[src/rtl/fence_pkg.sv]
// Package: shared constants and the sequencer step type.
// Assumes the PHY packs recovered phases as 7-bit fields, one per byte.
package fence_pkg;
    localparam int FIELD_W    = 7;
    localparam int NUM_FIELDS = 9;
    localparam int SUM_W      = $clog2(NUM_FIELDS * ((1 << FIELD_W) - 1) + 1);

    typedef enum logic [4:0] {
        ST_IDLE, ST_SEED0, ST_SEED1, ST_SEED2,
        ST_CTL_RD, ST_CTL_SET, ST_WAIT, ST_CTL_RD2, ST_CTL_CLR,
        ST_RB0, ST_RB1, ST_RB2,
        ST_FEN_RD, ST_FEN_WR, ST_AC_RD, ST_AC_WR, ST_DONE
    } fence_step_e;
endpackage

[src/rtl/fence_lane_sum.sv]
// Adds the low FIELD_W bits of each byte of a word, over LANES bytes.
// Assumes LANES <= 4 and OUT_W is wide enough for the total.
module fence_lane_sum #(
    parameter int LANES   = 4,
    parameter int FIELD_W = 7,
    parameter int OUT_W   = 11
) (
    input  logic [8*LANES-1:0] word,
    output logic [OUT_W-1:0]   total
);
    logic [OUT_W-1:0] part [LANES+1];

    assign part[0] = '0;
    // One adder per lane, chained.
    for (genvar g = 0; g < LANES; g++) begin : g_lane
        assign part[g+1] = part[g] + OUT_W'(word[8*g +: FIELD_W]);
    end
    assign total = part[LANES];
endmodule

[src/rtl/fence_avg.sv]
// Rounded-up divide-by-nine of the field sum, minus a fixed offset,
// clamped at zero with an underflow flag and truncated to FENCE_W bits.
// Assumes sum is stable while its result is being consumed.
module fence_avg
    import fence_pkg::*;
#(
    parameter int FENCE_W = 5,
    parameter int OFFSET  = 8
) (
    input  logic               clk,
    input  logic               rst_n,
    input  logic [SUM_W-1:0]   sum,
    output logic [FENCE_W-1:0] res,
    output logic               uf
);
    logic [SUM_W-1:0] avg;

    // Ceiling division and offset removal.
    always_comb begin
        avg = SUM_W'((32'(sum) + 32'(NUM_FIELDS - 1)) / 32'(NUM_FIELDS));
        if (32'(avg) < 32'(OFFSET)) begin
            res = '0;
            uf  = 1'b1;
        end else begin
            res = FENCE_W'(32'(avg) - 32'(OFFSET));
            uf  = 1'b0;
        end
    end


    ceil_bound_chk: assert property (@(posedge clk) disable iff (!rst_n)
        (32'(avg) * 32'(NUM_FIELDS) >= 32'(sum)) &&
        ((avg == '0) || ((32'(avg) - 1) * 32'(NUM_FIELDS) < 32'(sum))));
endmodule

[src/rtl/fence_wait_timer.sv]
// Down-counter that times the training-enable window.
// Assumes load is a one-cycle pulse; a length of zero is treated as one.
module fence_wait_timer #(
    parameter int WAIT_W = 16
) (
    input  logic              clk,
    input  logic              rst_n,
    input  logic              load,
    input  logic [WAIT_W-1:0] len,
    output logic              expired
);
    logic [WAIT_W-1:0] cnt;

    // Load on request, otherwise count down to zero.
    always_ff @(posedge clk) begin
        if (!rst_n)                cnt <= '0;
        else if (load)             cnt <= (len == '0) ? WAIT_W'(1) : len;
        else if (cnt != '0)        cnt <= cnt - 1'b1;
    end

    assign expired = (cnt == WAIT_W'(1));


    no_rise_chk: assert property (@(posedge clk) disable iff (!rst_n)
        !load |=> cnt <= $past(cnt));
endmodule

[src/rtl/fence_seq.sv]
// Fence-training sequencer: seeds the phase-recovery registers, pulses the
// training enable for wait_len clocks, averages the nine recovered fields
// and merges the result into the fence field. Assumes the register port
// accepts a write in the cycle bus_req is high and answers each read with
// exactly one bus_rvalid cycle some time later.
module fence_seq
    import fence_pkg::*;
#(
    parameter int                ADDR_W     = 12,
    parameter int                SEED_W     = 5,
    parameter int                WAIT_W     = 16,
    parameter int                FENCE_W    = 5,
    parameter int                FENCE_LSB  = 16,
    parameter int                OFFSET     = 8,
    parameter int                TRAIN_BIT  = 3,
    parameter logic [ADDR_W-1:0] REC0_ADDR  = 12'h050,
    parameter logic [ADDR_W-1:0] REC1_ADDR  = 12'h051,
    parameter logic [ADDR_W-1:0] REC2_ADDR  = 12'h052,
    parameter logic [ADDR_W-1:0] CTRL_ADDR  = 12'h008,
    parameter logic [ADDR_W-1:0] FENCE_ADDR = 12'h00C,
    parameter logic [ADDR_W-1:0] AC_ADDR    = 12'h004
) (
    input  logic               clk,
    input  logic               rst_n,
    input  logic               start,
    input  logic [SEED_W-1:0]  seed,
    input  logic [WAIT_W-1:0]  wait_len,
    output logic               busy,
    output logic               done,
    output logic [FENCE_W-1:0] fence_val,
    output logic               underflow,
    output logic               bus_req,
    output logic               bus_we,
    output logic [ADDR_W-1:0]  bus_addr,
    output logic [31:0]        bus_wdata,
    input  logic               bus_rvalid,
    input  logic [31:0]        bus_rdata
);
    localparam logic [31:0] TRAIN_MASK = 32'(1) << TRAIN_BIT;
    localparam logic [31:0] FENCE_MASK = ((32'(1) << FENCE_W) - 1) << FENCE_LSB;

    fence_step_e        st;
    logic               pend;
    logic [SEED_W-1:0]  seed_q;
    logic [31:0]        rd_q;
    logic [SUM_W-1:0]   sum_q;
    logic [FENCE_W-1:0] res_q;
    logic               uf_q;
    logic [SUM_W-1:0]   lane4_sum;
    logic [SUM_W-1:0]   lane1_sum;
    logic [FENCE_W-1:0] avg_res;
    logic               avg_uf;
    logic               wait_done;
    logic               is_rd;
    logic               is_wr;
    logic               captured;
    logic [7:0]         seed_byte;

    fence_lane_sum #(.LANES(4), .FIELD_W(FIELD_W), .OUT_W(SUM_W)) u_sum4 (
        .word(bus_rdata), .total(lane4_sum));
    fence_lane_sum #(.LANES(1), .FIELD_W(FIELD_W), .OUT_W(SUM_W)) u_sum1 (
        .word(bus_rdata[7:0]), .total(lane1_sum));
    fence_avg #(.FENCE_W(FENCE_W), .OFFSET(OFFSET)) u_avg (
        .clk(clk), .rst_n(rst_n), .sum(sum_q), .res(avg_res), .uf(avg_uf));
    fence_wait_timer #(.WAIT_W(WAIT_W)) u_timer (
        .clk(clk), .rst_n(rst_n), .load(st == ST_CTL_SET),
        .len(wait_len), .expired(wait_done));

    // Classify the current step as a read, a write or neither.
    always_comb begin
        is_rd = st inside {ST_CTL_RD, ST_CTL_RD2, ST_RB0, ST_RB1, ST_RB2,
                           ST_FEN_RD, ST_AC_RD};
        is_wr = st inside {ST_SEED0, ST_SEED1, ST_SEED2, ST_CTL_SET,
                           ST_CTL_CLR, ST_FEN_WR, ST_AC_WR};
        captured = is_rd && pend && bus_rvalid;
    end

    // Step sequencing, read capture and result registers.
    always_ff @(posedge clk) begin
        if (!rst_n) begin
            st     <= ST_IDLE;
            pend   <= 1'b0;
            seed_q <= '0;
            rd_q   <= '0;
            sum_q  <= '0;
            res_q  <= '0;
            uf_q   <= 1'b0;
        end else begin
            if (is_rd && !pend) pend <= 1'b1;
            if (captured) begin
                pend <= 1'b0;
                rd_q <= bus_rdata;
            end
            case (st)
                ST_IDLE: if (start) begin
                    seed_q <= seed;
                    sum_q  <= '0;
                    st     <= ST_SEED0;
                end
                ST_SEED0:   st <= ST_SEED1;
                ST_SEED1:   st <= ST_SEED2;
                ST_SEED2:   st <= ST_CTL_RD;
                ST_CTL_RD:  if (captured) st <= ST_CTL_SET;
                ST_CTL_SET: st <= ST_WAIT;
                ST_WAIT:    if (wait_done) st <= ST_CTL_RD2;
                ST_CTL_RD2: if (captured) st <= ST_CTL_CLR;
                ST_CTL_CLR: st <= ST_RB0;
                ST_RB0: if (captured) begin
                    sum_q <= sum_q + lane4_sum;
                    st    <= ST_RB1;
                end
                ST_RB1: if (captured) begin
                    sum_q <= sum_q + lane4_sum;
                    st    <= ST_RB2;
                end
                ST_RB2: if (captured) begin
                    sum_q <= sum_q + lane1_sum;
                    st    <= ST_FEN_RD;
                end
                ST_FEN_RD: begin
                    if (!pend) begin
                        res_q <= avg_res;
                        uf_q  <= avg_uf;
                    end
                    if (captured) st <= ST_FEN_WR;
                end
                ST_FEN_WR:  st <= ST_AC_RD;
                ST_AC_RD:   if (captured) st <= ST_AC_WR;
                ST_AC_WR:   st <= ST_DONE;
                default:    st <= ST_IDLE;
            endcase
        end
    end

    // Drive the register port from the current step.
    always_comb begin
        seed_byte = 8'(seed_q);
        bus_req   = is_wr || (is_rd && !pend);
        bus_we    = is_wr;
        bus_addr  = '0;
        bus_wdata = '0;
        case (st)
            ST_SEED0:   begin bus_addr = REC0_ADDR; bus_wdata = {4{seed_byte}}; end
            ST_SEED1:   begin bus_addr = REC1_ADDR; bus_wdata = {4{seed_byte}}; end
            ST_SEED2:   begin bus_addr = REC2_ADDR; bus_wdata = {24'h0, seed_byte}; end
            ST_CTL_RD, ST_CTL_RD2: bus_addr = CTRL_ADDR;
            ST_CTL_SET: begin bus_addr = CTRL_ADDR; bus_wdata = rd_q | TRAIN_MASK; end
            ST_CTL_CLR: begin bus_addr = CTRL_ADDR; bus_wdata = rd_q & ~TRAIN_MASK; end
            ST_RB0:     bus_addr = REC0_ADDR;
            ST_RB1:     bus_addr = REC1_ADDR;
            ST_RB2:     bus_addr = REC2_ADDR;
            ST_FEN_RD:  bus_addr = FENCE_ADDR;
            ST_FEN_WR:  begin
                bus_addr  = FENCE_ADDR;
                bus_wdata = (rd_q & ~FENCE_MASK) | (32'(res_q) << FENCE_LSB);
            end
            ST_AC_RD:   bus_addr = AC_ADDR;
            ST_AC_WR:   begin bus_addr = AC_ADDR; bus_wdata = rd_q; end
            default:    ;
        endcase
    end

    assign busy      = (st != ST_IDLE);
    assign done      = (st == ST_DONE);
    assign fence_val = res_q;
    assign underflow = uf_q;


    one_outstanding_chk: assert property (@(posedge clk) disable iff (!rst_n)
        (bus_req && !bus_we) |=> !bus_req);

    done_pulse_chk: assert property (@(posedge clk) disable iff (!rst_n)
        done |=> (!done && !busy));

    result_hold_chk: assert property (@(posedge clk) disable iff (!rst_n)
        (!busy && !start) |=> ($stable(fence_val) && $stable(underflow)));

    uf_zero_chk: assert property (@(posedge clk) disable iff (!rst_n)
        underflow |-> (fence_val == '0));
endmodule

[config.mk]
export PLATFORM = sky130hd
export DESIGN_NAME = fence_seq
export DESIGN_NICKNAME = d
export VERILOG_FILES = /design/src/rtl/fence_pkg.sv /design/src/rtl/fence_lane_sum.sv /design/src/rtl/fence_avg.sv /design/src/rtl/fence_wait_timer.sv /design/src/rtl/fence_seq.sv
export SDC_FILE = /design/constraint.sdc
export NUM_CORES = 1
export LEC_CHECK = 0
export BUFFER_PORTS_ARGS = -buffer_cell sky130_fd_sc_hd__buf_2
export CORE_ASPECT_RATIO = 2
export CORE_MARGIN = 2
export CORE_UTILIZATION = 55
export CTS_CLUSTER_DIAMETER = 150
export CTS_CLUSTER_SIZE = 20
export DETAILED_ROUTE_END_ITERATION = 6
export GPL_TIMING_DRIVEN = 0
export PLACE_DENSITY_LB_ADDON = 0.3
export SYNTH_ARGS = -nofsm -noshare
export SYNTH_HDL_FRONTEND = slang
export SYNTH_HIERARCHICAL = 1
export SYNTH_SLANG_ARGS = --single-unit
[constraint.sdc]
create_clock -name clk -period 7.78 [get_ports clk]
set_clock_uncertainty 0.15 [all_clocks]
set_input_delay 0.389 -clock clk [delete_from_list [all_inputs] [get_ports clk]]
set_output_delay 0.389 -clock clk [all_outputs]
set_load 0.02 [all_outputs]
==> impl_results.rst <==
.. list-table::
   :header-rows: 1

   * - Metric
     - Value
   * - # diodes
     - 0
   * - Req. time, crit path
     - 7.86 ns
   * - Layout-stage area growth over the synthesis result
     - 16.09%
   * - Routed vias
     - 7082
   * - Remaining antenna violation count
     - 0
   * - Mapped Area
     - 0.006842 mm2
   * - Reported leakage power
     - 3.378 nW
   * - Count of flip-flops with a built-in enable after synthesis
     - 0
   * - Clock tree sinks
     - 76
   * - Clock transition at the registers of the reported paths
     - 0.06 ns
   * - Post-Place Cell Area
     - 0.007575 mm2
   * - Crit Path Category
     - reg -> reg
   * - Seq/Total Area, Yosys
     - 0.2224
   * - Area enclosed by the die boundary
     - 0.01340 mm2
   * - Final non-filler cell area
     - 0.007943 mm2
   * - Crit-path max FO
     - 9
   * - Total design power
     - 1.904 mW
   * - Post-CTS setup buffers
     - 0
   * - Fraction of synthesized cell area taken by the top area cell type
     - 0.2224
   * - Most common cell after layout, fill and taps aside
     - buf_2
   * - Maximum number of pins on one net before global-route repair
     - 14
   * - Max frequency
     - 138.2 MHz
   * - Initial detailed-routing violation count
     - 460
   * - H-tree Lvls
     - 3
   * - Cts bufs inserted
     - 9
   * - Filler cell count
     - 1071
   * - Standard cell core area
     - 0.01212 mm2
   * - Worst slew margin relative to its limit
     - 0.2678
   * - Max-cap check violation count
     - 0
   * - Number of remaining DRC errors
     - 0
   * - IO buf count
     - 103
   * - First-pass detailed-route iteration total
     - 7
   * - Antenna violations before repair
     - 0
   * - Warnings from Yosys
     - 6
   * - Root buffer cell
     - clkbuf_16
   * - Worst slack on hold paths
     - 0.1251 ns
   * - Share of synthesized registers carrying an async set or reset
     - 0
   * - Most frequent cells in the layout
     - buf_2 (113), nand2_1 (107), dfxtp_1 (76)
   * - TritonCTS clock tree
     - built
   * - Combined flip-flop and latch cell area
     - 0.001521 mm2
   * - Number of cells produced by synthesis
     - 852
   * - Number of nets at the end of the flow
     - 1074
   * - Final estimated routing congestion in global placement
     - 0.9937
   * - CP Launch Type
     - register
   * - Power density cells
     - 239.7 mW/mm2
   * - DIE HEIGHT
     - 161.7 um
   * - Shortest clock period the worst path allows after layout
     - 7.234 ns
   * - Routed len/inst
     - 18.94 um
   * - Post-synth cell types
     - 104
   * - Setup violations, final
     - 0
   * - Worst Tran Pin Value
     - 1.088 ns
   * - Total grt overflow
     - 0
   * - Num rows
     - 57
   * - Class of the tightest hold or removal check
     - in -> reg
   * - Maximum vdd ir drop
     - 0.1999 mV
   * - Starting density of the core
     - 0.5643
   * - CP arrival
     - 7.32 ns
   * - Die X
     - 82.87 um
   * - Number of global-route vias before repair
     - 6980
   * - Final hold violation count
     - 0
   * - Setup repair after global routing missed its margin
     - false
   * - Final wirelength
     - 21340 um
   * - Number of vias per cell after detailed routing
     - 6.284
   * - Mean cell area of the mapped netlist
     - 8.030 um2
   * - Outcome
     - completed
   * - Fraction of final layout cells sized beyond drive strength 1
     - 0.2214
   * - Leading cell types by total area after synthesis
     - dfxtp_1 (22%), nand2_1 (5.9%), ha_1 (5.9%)
   * - Main flop type after synthesis
     - dfxtp_1
   * - Clock insertion delay at the later pin of the skew report
     - 0.34 ns
   * - Wire length of the first global-routing pass
     - 33580 um
   * - Endpoint class of the critical path
     - register
   * - Bufs on Longest Clock Path
     - 2
   * - IO Count
     - 111
   * - Flop and latch count out of synthesis
     - 76
   * - Total Neg Setup Slack
     - 0 ns
   * - Fraction of the cycle the final worst path needs
     - 0.9298
   * - Area of the multi-input gates
     - 0.004887 mm2
   * - Cell accounting for the most synthesized area
     - dfxtp_1
   * - Max-slew violation count
     - 0
   * - Detailed-placement wirelength estimate
     - 16870 um
   * - GRT Resource Usage Total
     - 0.3096
==> power by group <==
group	internal [mW]	switching, mW
Sequential	0.439	0.0626
Combinational	0.363	0.535
Clock	0.332	0.173
==> worst max-delay path: stages, from the launching register on <==
cell and delay, ns:
dfxtp_1 0.51, ha_1 0.31, nand3_2 0.17, a21oi_1 0.21, xnor2_1 0.33, o311ai_0 0.29
ha_1 0.34, nor2b_1 0.05, a21bo_2 0.22, a31oi_1 0.42, o211ai_1 0.18, o221a_2 0.34
a211o_2 0.39, a211oi_4 0.38, a211o_1 0.18, nand3_1 0.21, a221oi_2 0.48, o21bai_4 0.23
a21oi_2 0.12, a31oi_1 0.34, ha_1 0.25, a21o_1 0.11, nor3_2 0.06, a22o_1 0.27
a211oi_2 0.25, a31oi_1 0.11, mux2i_1 0.17, nor2b_1 0.07
==> synthesized netlist by cell type, types with 10 or more instances <==
library cell / n
and2_1: 16
inv_1: 34
a31oi_1: 10
buf_4: 24
buf_2: 10
dfxtp_1: 76
a21boi_1: 30
nor4_1: 11
mux2i_1: 13
nor2_1: 39
fa_1: 10
a21oi_1: 42
mux2_2: 10
a22o_1: 15
nand3_1: 30
nor2b_1: 31
clkbuf_1: 26
nand2_1: 107
ha_1: 32
nor3_1: 20
nand2b_1: 12
xnor2_1: 22
o21ai_0: 25
==> through the flow <==
stage                     std cells    util  worst slack (ns)
after CTS                      1127  0.6545            0.5828
final                          1127  0.6551            0.5460
after detailed placement       1111  0.6248            0.6242
after global routing           1127  0.6551            0.1369
after floorplan                 861       -             1.655
after global placement         1111  0.6248            0.7457
==> per-layer routing <==
layer / part of all wire / vias to the layer above / global-route usage / wire length, um
met2: 0.54 / 307 / 0.5894 / 11530
met3: 0.051 / 107 / 0.05081 / 1089
met5: 0 / - / 0 / 0
met4: 0.074 / 0 / 0.2385 / 1584
met1: 0.33 / 3317 / 0.2849 / 7134
li1: - / 3351 / - / -
==> cells by family after synthesis <==
group,synth area share
AO/OA/AOI/OAI,0.2815
XOR/XNOR,0.03822
adder cells (fa/ha/maj),0.08943
buffers and inverters,0.06931
flip-flops,0.2224
multiplexers,0.03548
other,0.001646
AND/OR/NAND/NOR,0.2621
==> area by class of cell <==
| type | count | share of cell area |
|---|---|---|
| buffer | 63 | 0.04364 |
| clock buffer | 11 | 0.03182 |
| clock inverter | 5 | 0.01355 |
| tap | 147 | 0.02316 |
| sequential | 76 | 0.1916 |
| multi-input combinational | 688 | 0.6153 |
| inverter | 34 | 0.01607 |
| timing repair buffer | 103 | 0.06490 |
==> path summary, 6_finish.rpt <==
check	startpoint	end	slack [ns]	depth (start not counted)
hold reg to reg	rd_q[14]	rd_q[14]	0.30	2
setup / recovery	sum_q[4]	fence_val[0]	0.55	27
hold / removal	bus_rdata[15]	rd_q[15]	0.13	3
setup reg to reg	sum_q[4]	fence_val[0]	0.55	27
==> state kept, by name (all words and copies together), names as in the netlist <==
| signal | count |
|---|---|
| rd_q | 32 |
| u_timer/cnt | 16 |
| sum_q | 11 |
| fence_val | 5 |
| seed_q | 5 |
| st | 5 |
| pend | 1 |
| underflow | 1 |
==> repair_timing <==
action / in CTS / in global routing
endpoints found under the setup margin: 0 / 1
resized for setup: 0 / 1
hold buffers: 0 / 0
No activity file was read; power rests on OpenSTA's default activity.
